## src/rtl/sdram_cke_pkg.sv

```systemverilog
package sdram_cke_pkg;

  localparam int unsigned STATE_W = 2;

  typedef enum logic [STATE_W-1:0] {
    PST_RUN     = 2'd0,
    PST_SUSPEND = 2'd1,
    PST_PWRDN   = 2'd2,
    PST_SELFREF = 2'd3
  } pwr_state_e;

  typedef enum logic [1:0] {
    CMDC_QUIET   = 2'd0,
    CMDC_REFRESH = 2'd1,
    CMDC_OTHER   = 2'd2
  } cmd_class_e;

  // deselect or NOP are both quiet
  function automatic cmd_class_e classify_cmd(input logic cs_n, input logic ras_n,
                                              input logic cas_n, input logic we_n);
    if (cs_n) return CMDC_QUIET;
    if (ras_n && cas_n && we_n) return CMDC_QUIET;
    if (!ras_n && !cas_n && we_n) return CMDC_REFRESH;
    return CMDC_OTHER;
  endfunction

  function automatic logic is_low_power(input pwr_state_e s);
    return (s == PST_PWRDN) || (s == PST_SELFREF);
  endfunction

endpackage

```

## src/rtl/cke_history.sv

```systemverilog
module cke_history #(
  parameter logic RESET_LEVEL = 1'b1
) (
  input  logic clk,
  input  logic rst_n,
  input  logic cke,
  output logic cke_prev
);
  always_ff @(posedge clk) begin
    if (!rst_n) cke_prev <= RESET_LEVEL;
    else        cke_prev <= cke;
  end
endmodule

```

## src/rtl/cmd_classifier.sv

```systemverilog
module cmd_classifier
  import sdram_cke_pkg::*;
(
  input  logic       cs_n,
  input  logic       ras_n,
  input  logic       cas_n,
  input  logic       we_n,
  output cmd_class_e cls
);
  always_comb cls = classify_cmd(cs_n, ras_n, cas_n, we_n);
endmodule

```

## src/rtl/power_fsm.sv

```systemverilog
module power_fsm
  import sdram_cke_pkg::*;
(
  input  logic       clk,
  input  logic       rst_n,
  input  logic       cke,
  input  logic       cke_prev,
  input  cmd_class_e cls,
  input  logic       all_idle,
  output pwr_state_e state,
  output logic       illegal,
  output logic       bad_now
);
  pwr_state_e nxt;

  always_comb begin
    nxt     = state;
    bad_now = 1'b0;
    if (is_low_power(state)) begin
      if (cke_prev) begin
        bad_now = 1'b1;               // invalid sample
      end else if (cke) begin
        if (cls == CMDC_QUIET) nxt = PST_RUN;
        else                   bad_now = 1'b1;
      end
    end else begin
      unique case ({cke_prev, cke})
        2'b10: begin
          if (all_idle) begin
            if (cls == CMDC_QUIET)        nxt = PST_PWRDN;
            else if (cls == CMDC_REFRESH) nxt = PST_SELFREF;
            else                          bad_now = 1'b1;
          end else begin
            nxt = PST_SUSPEND;
          end
        end
        2'b01:   nxt = PST_RUN;
        2'b00:   nxt = PST_SUSPEND;
        default: nxt = PST_RUN;
      endcase
    end
  end

  always_ff @(posedge clk) begin
    if (!rst_n) begin
      state   <= PST_RUN;
      illegal <= 1'b0;
    end else begin
      state   <= nxt;
      illegal <= bad_now;
    end
  end
endmodule

```

## src/rtl/sdram_cke_tracker.sv

```systemverilog
module sdram_cke_tracker
  import sdram_cke_pkg::*;
(
  input  logic               clk,
  input  logic               rst_n,
  input  logic               cke,
  input  logic               cs_n,
  input  logic               ras_n,
  input  logic               cas_n,
  input  logic               we_n,
  input  logic               all_idle,
  output logic [STATE_W-1:0] state_o,
  output logic               clk_en_o,
  output logic               cmd_accept_o,
  output logic               illegal_o
);
  logic       cke_prev_w;
  cmd_class_e cls_w;
  pwr_state_e state_w;
  logic       bad_now_w;

  cke_history #(.RESET_LEVEL(1'b1)) u_hist (
    .clk(clk), .rst_n(rst_n), .cke(cke), .cke_prev(cke_prev_w)
  );

  cmd_classifier u_cls (
    .cs_n(cs_n), .ras_n(ras_n), .cas_n(cas_n), .we_n(we_n), .cls(cls_w)
  );

  power_fsm u_fsm (
    .clk(clk), .rst_n(rst_n), .cke(cke), .cke_prev(cke_prev_w), .cls(cls_w),
    .all_idle(all_idle), .state(state_w), .illegal(illegal_o), .bad_now(bad_now_w)
  );

  assign state_o      = state_w;
  assign clk_en_o     = (state_w == PST_RUN);
  assign cmd_accept_o = clk_en_o && cke_prev_w && cke;
endmodule

```

## config.mk

```make
export PLATFORM = sky130hd
export DESIGN_NAME = sdram_cke_tracker
export DESIGN_NICKNAME = d
export VERILOG_FILES = /design/src/rtl/sdram_cke_pkg.sv /design/src/rtl/cke_history.sv /design/src/rtl/cmd_classifier.sv /design/src/rtl/power_fsm.sv /design/src/rtl/sdram_cke_tracker.sv
export SDC_FILE = /design/constraint.sdc
export NUM_CORES = 1
export LEC_CHECK = 0
export ABC_AREA = 1
export BUFFER_PORTS_ARGS = -buffer_cell sky130_fd_sc_hd__buf_2
export CAP_MARGIN = 40
export CORE_AREA = 3 3 40 42
export CTS_CLUSTER_SIZE = 25
export DETAILED_ROUTE_END_ITERATION = 12
export DIE_AREA = 0 0 43 45
export PLACE_DENSITY = 0.51
export SLEW_MARGIN = 20
export SYNTH_ARGS = -nofsm -noshare
export SYNTH_HDL_FRONTEND = slang
export SYNTH_SLANG_ARGS = --single-unit
```

## constraint.sdc

```tcl
create_clock -name clk -period 1.4 [get_ports clk]
set_clock_uncertainty 0.05 [all_clocks]
set_input_delay 0.07 -clock clk [delete_from_list [all_inputs] [get_ports clk]]
set_output_delay 0.07 -clock clk [all_outputs]
set_load 0.02 [all_outputs]
```

-- Yosys cells after proc, flatten, opt, wreduce, memory -nomap -nowiden
Index checks and enable logic that the tools add are counted.
- register bits after elaboration: 4
- bits of input ports: 8
- equal/unequal tests: 8
- reduce and logical (&&, ||, !) cells: 13
- mux-type cells: 28
- operator list (cell ; count):
    two-way mux 2 bit ; 13
    two-way mux 1 bit ; 14
    == test 2 bit (second input constant) ; 3
    logical AND 1 bit ; 6
    zero test 2 bit ; 3
    inequality test 2 bit (second input constant) ; 3
    inequality test 4 x 2 -> 1 bit (second input constant) ; 1
    case mux 2 bit (2 select lines) ; 1
    AND reduction 4 bit ; 1
    == test 2 x 1 -> 1 bit (second input constant) ; 1
    zero test 1 bit ; 2
    logical OR 1 bit ; 1

-- Logic depth before layout (Yosys ltp)
Gate-level depths: netlist (run 1).
- depth after elaboration: 15
- depth in mapped cells: 9
- gate-level depth less buffers: 9

-- Cells and area by module
A second synthesis (run 1) with hierarchy kept.
- cells, all modules: 50
- area, all modules: 282.8 um^2
- by module, submodules not included (module ; times used ; sequential area each (um^2) ; cells each ; area an instance (um^2)):
    power_fsm ; 1 ; 60.1 ; 33 ; 192.7
    cmd_classifier ; 1 ; 0.0 ; 8 ; 35.0
    cke_history ; 1 ; 20.0 ; 3 ; 27.5
    sdram_cke_tracker ; 1 ; 0.0 ; 6 ; 27.5

-- Least setup slack after synthesis (run 1)
No wires, ideal clock.
- kind: flip-flop to output port
- start: register u_fsm.state[1]
- end: output cmd_accept_o
- arrival time: 1.167 ns
- stages on the path, launching flop included: 2
- slack: 0.113 ns
- cells stage by stage: dfxtp_1 nor4_1
- longest elaborated chain between the ends: 3
- RTL lines (item ; RTL line ; text):
    from (decl) ; power_fsm.sv:10 ; output pwr_state_e state,
    from (signal assigned) ; power_fsm.sv:49 ; state <= nxt;
    zero test 2 bit ; sdram_cke_tracker.sv:36 ; assign clk_en_o = (state_w == PST_RUN);
    logical AND 1 bit (2 in a row) ; sdram_cke_tracker.sv:37 ; assign cmd_accept_o = clk_en_o && cke_prev_w && cke;
    to (decl) ; sdram_cke_tracker.sv:14 ; output logic cmd_accept_o,
Every way passes these cells.

-- Final worst setup path (run 1)
Ends and elaborated chain as after synthesis.

==> impl_metrics.json, run 1 <==
{
  "status": "complete, no violations",
  "gp_congestion": 0.647,
  "final_hold_viol_count": 0,
  "ir_worst_vdd_v": 0.000367,
  "syn_area_um2": 241,
  "hold_class": "input port to register",
  "hold_buffers": 1,
  "drv_cap": 0,
  "antenna_cells": 0,
  "power_leakage_uw": 0.000190,
  "switching_share": 0.289,
  "grt_overflow": 0,
  "pin_count": 13,
  "final_core_utilization": 0.275,
  "die-area_um2": 1940,
  "yosysSeqAreaShare": 0.332,
  "crit_path_end_kind": "output pin",
  "yosysUniqueCellTypes": 14,
  "dp_hpwl_um": 448,
  "worstRegToRegCells": 8,
  "cts_buffers": 3,
  "clk_latency_ns": 0.23,
  "drive_gt1_frac": 0.375,
  "h-tree-depth": 1,
  "coreArea_um2": 1280,
  "fin_crit_sh": 0.850,
  "whs_ns": 0.0565,
  "vias": 275,
  "holdPathStages": 3,
  "grt_pass1_vias": 229,
  "tightest_slew_ns": 0.264,
  "fillerInstances": 159,
  "root_buffer": "clkbuf_4",
  "io_buffers": 12,
  "cts_setup_buffers": 0,
  "crit_required_ns": 1.28,
  "relSlewSlack": 0.824,
  "avgSynthCellArea_um2": 6.04,
  "die_w_um": 43,
  "netlist_instances": 40,
  "antenna_found_initial": 0,
  "path_max_fanout": 8,
  "ys_ff_latch": 4,
  "max_freq_mhz": 841,
  "wirelength_um": 539,
  "worstSetupPathType": "register to output pin",
  "finalNetCount": 66,
  "tritoncts": "yes",
  "crit_start": "u_fsm.state[1]",
  "yosysWarnings": 0,
  "clockBufferDepth": 2,
  "min_period_ns": 1.19,
  "cp-start-kind": "register",
  "combinationalPowerShare": 0.246,
  "grt_usage": 0.0632,
  "p_sw_uw": 103,
  "wl_per_cell_um": 7.59,
  "clkTransAtPathRegs_ns": 0.04,
  "cts.sinks": 4,
  "cellInternalPower_uw": 254,
  "p_per_area_nw_per_um2": 1010,
  "rr_startpoint": "u_hist.cke_prev",
  "cp.arrival_ns": 1.07,
  "area_growth_pct": 46.1,
  "grt_max_degree": 9,
  "dr.pass1.iters": 2,
  "start_util": 0.188,
  "tns_ns": 0,
  "cts_resized": 0,
  "die_y_um": 45,
  "hold_start": "cke",
  "drt-initial-drc-count": 1,
  "finalMaxSlewViolations": 0,
  "ant_nets": 0,
  "grt_pass1_wl_um": 814,
  "pwr-share-clk": 0.385,
  "via_per_inst": 3.87,
  "grt_setup_unrepaired": "no",
  "syn_nets": 48,
  "drc_errors": 0,
  "std_cell_rows": 13,
  "setup_viol": 0,
  "pwr-share-seq": 0.369
}
-- through the flow --
| step | cell area [um2] | setup slack (ns) | power, uW | cells |
|---|---|---|---|---|
| global route | 353 | 0.147 | 384 | 71 |
| global placement | 320 | 0.312 | 220 | 67 |
| finish | 353 | 0.211 | 357 | 71 |
| CTS | 353 | 0.192 | 370 | 71 |
| floorplan | 241 | 0.113 | 188 | 40 |
| detailed placement | 320 | 0.312 | 220 | 67 |
-- layout by cell type, fill, tap and decap left out --
master	n
inv_2	1
o21a_1	1
clkinv_1	1
dfxtp_1	4
buf_2	12
nand2_1	9
nor2_2	2
nor4_1	1
nand3_1	3
dlygate4sd3_1	1
inv_1	5
nor2_1	7
a21oi_1	1
clkbuf_4	3
nor3_1	1
nand2_2	3
o21ai_1	1
-- registers in the layout, indices dropped and copies added, names as in the netlist --
register,flops
u_fsm.state,2
u_fsm.illegal,1
u_hist.cke_prev,1
-- power by group through the flow --
stage	logic, uW	registers (uW)	clock network [uW]
final	87.9	132	138
after global routing	97.5	133	154
after CTS	89.2	132	149
after detailed placement	86.8	134	0
after global placement	86.7	133	0
after floorplan	47.9	140	0
-- synthesized netlist by cell type, drive strengths merged --
master / number / area (um2)
nor3: 1 / 5.00
clkinv: 1 / 3.75
o21a: 1 / 7.51
a21oi: 1 / 5.00
o21ai: 1 / 5.00
nor4: 1 / 6.26
nand3: 3 / 15.0
inv: 6 / 22.5
nand2: 12 / 52.6
dfxtp: 4 / 80.1
nor2: 9 / 38.8
-- final timing paths --
check / end / slack, ns
worst max-delay path: cmd_accept_o / 0.21
worst min-delay path: u_hist.cke_prev / 0.06
worst max register to register: u_fsm.state[0] / 0.31
worst min register to register: u_fsm.state[0] / 0.51
-- cells by family after synthesis --
kind of cell,Yosys count,synth area share
AO/OA/AOI/OAI,3,0.0725
buffers and inverters,7,0.109
flip-flops,4,0.332
AND/OR/NAND/NOR,26,0.487
-- final cells by class --
class	instances	area [um2]	share of cell area
multi-input cells	29	135	0.383
flip-flops and latches	4	80.1	0.227
repair buffers	13	70.1	0.199
inverters	7	26.3	0.0745
clock buffers	3	22.5	0.0638
well taps	15	18.8	0.0532
-- routing by layer --
metal / track usage / vias up / routed length [um]
met5: 0 / - / 0
met1: 0.0697 / 107 / 268
met4: 0.108 / 0 / 9
met3: 0.0120 / 2 / 56
li1: - / 156 / -
met2: 0.0778 / 10 / 205
-- worst max-delay path: stages, from the launching register on --
cell and delay (ns):
dfxtp_1 0.37, nor4_1 0.26, buf_2 0.20
Note: power is estimated with default switching activity, not from simulation.
==> run 2: changes to the inputs <==
--- a/config.mk
+++ b/config.mk
@@ -12,7 +12,7 @@
 export CTS_CLUSTER_SIZE = 25
 export DETAILED_ROUTE_END_ITERATION = 12
 export DIE_AREA = 0 0 43 45
-export PLACE_DENSITY = 0.51
+export PLACE_DENSITY = 0.53
 export SLEW_MARGIN = 20
 export SYNTH_ARGS = -nofsm -noshare
 export SYNTH_HDL_FRONTEND = slang
==> constraint.sdc (replaced) <==
create_clock -name clk -period 1 [get_ports clk]
set_clock_uncertainty 0.05 [all_clocks]
set_input_delay 0.05 -clock clk [delete_from_list [all_inputs] [get_ports clk]]
set_output_delay 0.05 -clock clk [all_outputs]
set_load 0.02 [all_outputs]
==> run 2 against run 1 <==
- the flow now finishes with violations (setup timing)
- sequential share of layout area fell by 3.7 points
- global-route usage rose by 1.8 points
- die area did not move
- flip-flop and latch count did not move
==> impl_metrics.json, run 2 (same netlist as run 1, synthesis figures left out) <==
{
  "h-tree-depth": 1,
  "status": "finished with violations",
  "setup_viol": 4,
  "use_met3": 0.0239,
  "min_period_ns": 1.13,
  "gp_congestion": 0.689,
  "pin_count": 13,
  "die-area_um2": 1940,
  "final_common_cell": "buf_2",
  "cp.arrival_ns": 1.03,
  "final_core_utilization": 0.354,
  "grt_overflow": 0,
  "cts_buffers": 3,
  "die_w_um": 43,
  "crit_path_end_kind": "output pin",
  "start_util": 0.188,
  "met1_usage": 0.0793,
  "cts.sinks": 4,
  "dr.pass1.iters": 1,
  "path_max_fanout": 3,
  "ant_nets": 0,
  "drv_cap": 0,
  "top_usage_layer": "met2",
  "grt_max_degree": 9,
  "area_growth_pct": 88.6,
  "drt-initial-drc-count": 0,
  "crit_start": "u_hist.cke_prev",
  "cp-start-kind": "register",
  "wirelength_um": 722,
  "layout_setup_ws_ns": -0.135,
  "antenna_found_initial": 0,
  "grt_usage": 0.0815,
  "clkTransAtPathRegs_ns": 0.04,
  "hold_start": "cke",
  "layout_common_cells": "10 x buf_2, 6 x nand2_1, 5 x nor2_1, 5 x buf_4",
  "grt_pass1_wl_mm": 1.15,
  "fillerInstances": 159,
  "worstSetupPathType": "register to output pin",
  "std_cell_rows": 13,
  "tritoncts": "yes",
  "die_y_um": 45,
  "finalMaxSlewViolations": 0,
  "largest_register_ffs": 2,
  "violations": "setup timing",
  "grt_setup_unrepaired": "yes",
  "coreArea_um2": 1280,
  "tightest_slew_ns": 0.212,
  "relSlewSlack": 0.858,
  "clk_latency_ns": 0.23,
  "power_leakage_uw": 0.000232,
  "fin_crit_sh": 1.13,
  "largest_register": "u_fsm.state",
  "clockBufferDepth": 2,
  "io_buffers": 12,
  "grt_use_met2": 0.150,
  "root_buffer": "clkbuf_4",
  "drive_gt1_frac": 0.650,
  "finalNetCount": 70,
  "drc_errors": 0,
  "crit_required_ns": 0.90,
  "dp_hpwl_um": 497,
  "ir_worst_vdd_v": 0.000495,
  "final_hold_viol_count": 0,
  "hold_class": "input port to register",
  "vias": 304,
  "rr_startpoint": "u_hist.cke_prev",
  "tns_ns": -0.240,
  "grt_pass1_vias": 313,
  "max_freq_mhz": 881,
  "biggestRegsByFlops": "u_fsm.state: 2 flops, u_fsm.illegal: 1 flops, u_hist.cke_prev: 1 flops",
  "p_per_area_nw_per_um2": 1260,
  "via_per_inst": 4.05,
  "antenna_cells": 0,
  "wl_per_cell_um": 9.63
}
==> run 2: final cells by class <==
type	instances	area [um2]	share of cell area
clock buffers	3	22.5	0.0495
inverters	7	27.5	0.0604
multi-input cells	29	191	0.420
flip-flops and latches	4	86.3	0.190
well taps	15	18.8	0.0412
repair buffers	17	109	0.239
==> run 2: worst paths after layout <==
| path | end | slack, ns | depth (start not counted) |
|---|---|---|---|
| setup / recovery | cmd_accept_o | -0.13 | 3 |
| hold / removal | u_hist.cke_prev | 0.06 | 3 |
| setup reg to reg | u_fsm.state[0] | -0.06 | 9 |
| hold reg to reg | u_fsm.state[1] | 0.58 | 3 |
==> run 2: metal layers <==
layer / routed length (um) / vias up / part of all wire
li1: - / 162 / -
met3: 64 / 0 / 0.089
met2: 388 / 10 / 0.54
met1: 269 / 132 / 0.37
met5: 0 / - / 0
met4: 0 / 0 / 0
==> run 2: stage by stage <==
step / cells / instance area, um2 / power (uW) / hold WS (ns) / setup WS, ns
2_1_floorplan: 40 / 253 / 270 / 0.0686 / -0.0211
3_3_place_gp: 68 / 339 / 320 / 0.203 / -0.0256
3_5_place_dp: 68 / 339 / 320 / 0.198 / -0.0386
4_1_cts: 75 / 418 / 559 / 0.0384 / -0.116
5_1_grt: 75 / 455 / 606 / 0.0836 / -0.175
6_report: 75 / 455 / 575 / 0.0647 / -0.135
==> run 2: repair_timing <==
| action | in CTS | in global routing |
|---|---|---|
| setup endpoints to repair | 3 | 5 |
| resized for setup | 9 | 9 |
| hold endpoints to repair | 1 | 0 |
| pin swaps | 6 | 4 |
| setup buffers | 3 | 0 |
| hold buffers | 1 | 0 |
==> run 2: where the power goes <==
part	leakage [uW]	switching (uW)	total [uW]	internal [uW]
combinational	0.000184	99.6	186	86.8
sequential	0.0000338	15.9	189	173
clock	0.0000138	65.6	200	134
==> run 2: worst max-delay path, stage by stage (launching register included) <==
cell,delay (ns)
dfxtp_2,0.34
inv_2,0.06
nor4_4,0.22
buf_4,0.18
==> run 3: changes to the inputs <==
--- a/config.mk
+++ b/config.mk
@@ -13,6 +13,7 @@
 export DETAILED_ROUTE_END_ITERATION = 12
 export DIE_AREA = 0 0 43 45
 export PLACE_DENSITY = 0.53
+export SETUP_SLACK_MARGIN = 0.2
 export SLEW_MARGIN = 20
 export SYNTH_ARGS = -nofsm -noshare
 export SYNTH_HDL_FRONTEND = slang
==> run 3 against run 2 <==
- the run still ends with setup timing left
- routed wire length down 10%
- register-to-register slack gained 0.02 ns
- final area grew 3.8%
- die area unchanged
- highest routed layer unchanged
- critical path type unchanged
- clock power rose by 2%
- sequential share of layout area shrank 0.70 points
==> impl_metrics.json, run 3 (same netlist as run 1, synthesis figures left out) <==
{
  "clk_latency_ns": 0.24,
  "hold_class": "input port to register",
  "largest_register": "u_fsm.state",
  "layout_setup_ws_ns": -0.0993,
  "io_buffers": 12,
  "finalNetCount": 72,
  "die_w_um": 43,
  "h-tree-depth": 1,
  "power_leakage_uw": 0.000234,
  "critPathBufInv": 1,
  "stdcell_count": 77,
  "dr.pass1.iters": 4,
  "pin_count": 13,
  "cp-start-kind": "register",
  "final_common_cell": "nand2_1",
  "crit_path_end_kind": "output pin",
  "slowest_delay_ns": 0.35,
  "path_max_fanout": 3,
  "die_y_um": 45,
  "clockBufferDepth": 2,
  "final_hold_viol_count": 0,
  "relSlewSlack": 0.879,
  "antenna_found_initial": 0,
  "tightest_slew_ns": 0.180,
  "drt-initial-drc-count": 2,
  "worstSetupPathType": "register to output pin",
  "root_buffer": "clkbuf_4",
  "status": "finished with violations",
  "finalMaxSlewViolations": 0,
  "wirelength_um": 649,
  "grt_setup_unrepaired": "yes",
  "p_per_area_nw_per_um2": 1250,
  "dp_hpwl_um": 494,
  "cp_cell_sequence": "nor4_4 > buf_4",
  "gp_congestion": 0.704,
  "cts.sinks": 4,
  "biggestRegsByFlops": "u_fsm.state: 2 flops, u_fsm.illegal: 1 flops, u_hist.cke_prev: 1 flops",
  "vias": 323,
  "hold_start": "cke",
  "drc_errors": 0,
  "grt_pass1_vias": 315,
  "violations": "setup timing",
  "grt_overflow": 0,
  "layout_common_cells": "8 x nand2_1, 7 x buf_2, 6 x buf_4",
  "rr_startpoint": "u_hist.cke_prev",
  "cts_buffers": 3,
  "min_period_ns": 1.10,
  "ant_nets": 0,
  "crit_start": "u_fsm.state[1]",
  "critPathSlowestCell": "dfxtp_4",
  "clkTransAtPathRegs_ns": 0.04,
  "start_util": 0.188,
  "grt_usage": 0.0815,
  "std_cell_rows": 13,
  "dp.cells": 68,
  "tns_ns": -0.158,
  "antenna_cells": 0,
  "crit_family": "flip-flops",
  "drv_cap": 0,
  "wl_per_cell_um": 8.43,
  "whs_ns": 0.0775,
  "tritoncts": "yes",
  "coreArea_um2": 1280,
  "cp.arrival_ns": 1.00,
  "largest_register_ffs": 2,
  "drive_gt1_frac": 0.581,
  "fin_crit_sh": 1.10,
  "via_per_inst": 4.19,
  "crit_required_ns": 0.90,
  "grt_max_degree": 6,
  "die-area_um2": 1940,
  "max_freq_mhz": 910,
  "setup_viol": 4,
  "ir_worst_vdd_v": 0.000719,
  "grt_pass1_wl_mm": 1.14,
  "area_growth_pct": 95.9
}
[run 3: changes by cell type in the layout (fill, tap and decap cells not counted), sizes merged]
| cell | change |
|---|---|
| buf | +2 |
[run 3: area by class of cell]
| type | instances | area [um2] |
|---|---|---|
| clock buffers | 3 | 22.5 |
| fillers | 144 | 812 |
| inverters | 7 | 26.3 |
| multi-input cells | 29 | 173 |
| flip-flops and latches | 4 | 86.3 |
| well taps | 15 | 18.8 |
| repair buffers | 19 | 146 |
[run 3: per-layer routing]
metal	vias up	part of all wire	GRT usage
met5	-	0	0
met4	0	0	0.0181
met3	0	0.085	0.0637
met2	12	0.54	0.144
met1	143	0.37	0.0745
li1	168	-	-
[run 3: final timing paths]
kind                     end  slack (ns)  depth (start not counted)
max             cmd_accept_o        -0.1                          2
min          u_hist.cke_prev        0.08                          3
max reg2reg   u_fsm.state[0]       -0.04                          9
min reg2reg   u_fsm.state[0]        0.62                          5
[run 3: worst register-to-register path: cells and delay by family (launching register included)]
kind                   cells  cell delay (ns)
buffers and inverters      1             0.06
flip-flops                 1             0.35
AND/OR/NAND/NOR            8             0.49
[run 3: what timing repair did]
| item | CTS | global route |
|---|---|---|
| hold buffers | 1 | 0 |
| setup endpoints to repair | 7 | 8 |
| hold endpoints to repair | 1 | 0 |
| cloned | 0 | 0 |
| pin swaps | 6 | 1 |
| setup buffers | 5 | 0 |
| gates resized for setup | 10 | 7 |
[run 3: power breakdown]
part	internal, uW	total, uW	switching (uW)	leakage (uW)
clock	134	204	69.9	0.0000138
combinational	102	200	98.3	0.000186
sequential	173	185	12.0	0.0000338
[run 3: stage by stage]
step	power (uW)	util	setup WS (ns)	area [um2]
global route	628	0.368	-0.141	473
floorplan	278	-	0.0267	264
detailed placement	327	0.273	-0.0238	350
finish	589	0.368	-0.0993	473
global placement	326	0.273	-0.0279	350
CTS	575	0.348	-0.0973	447
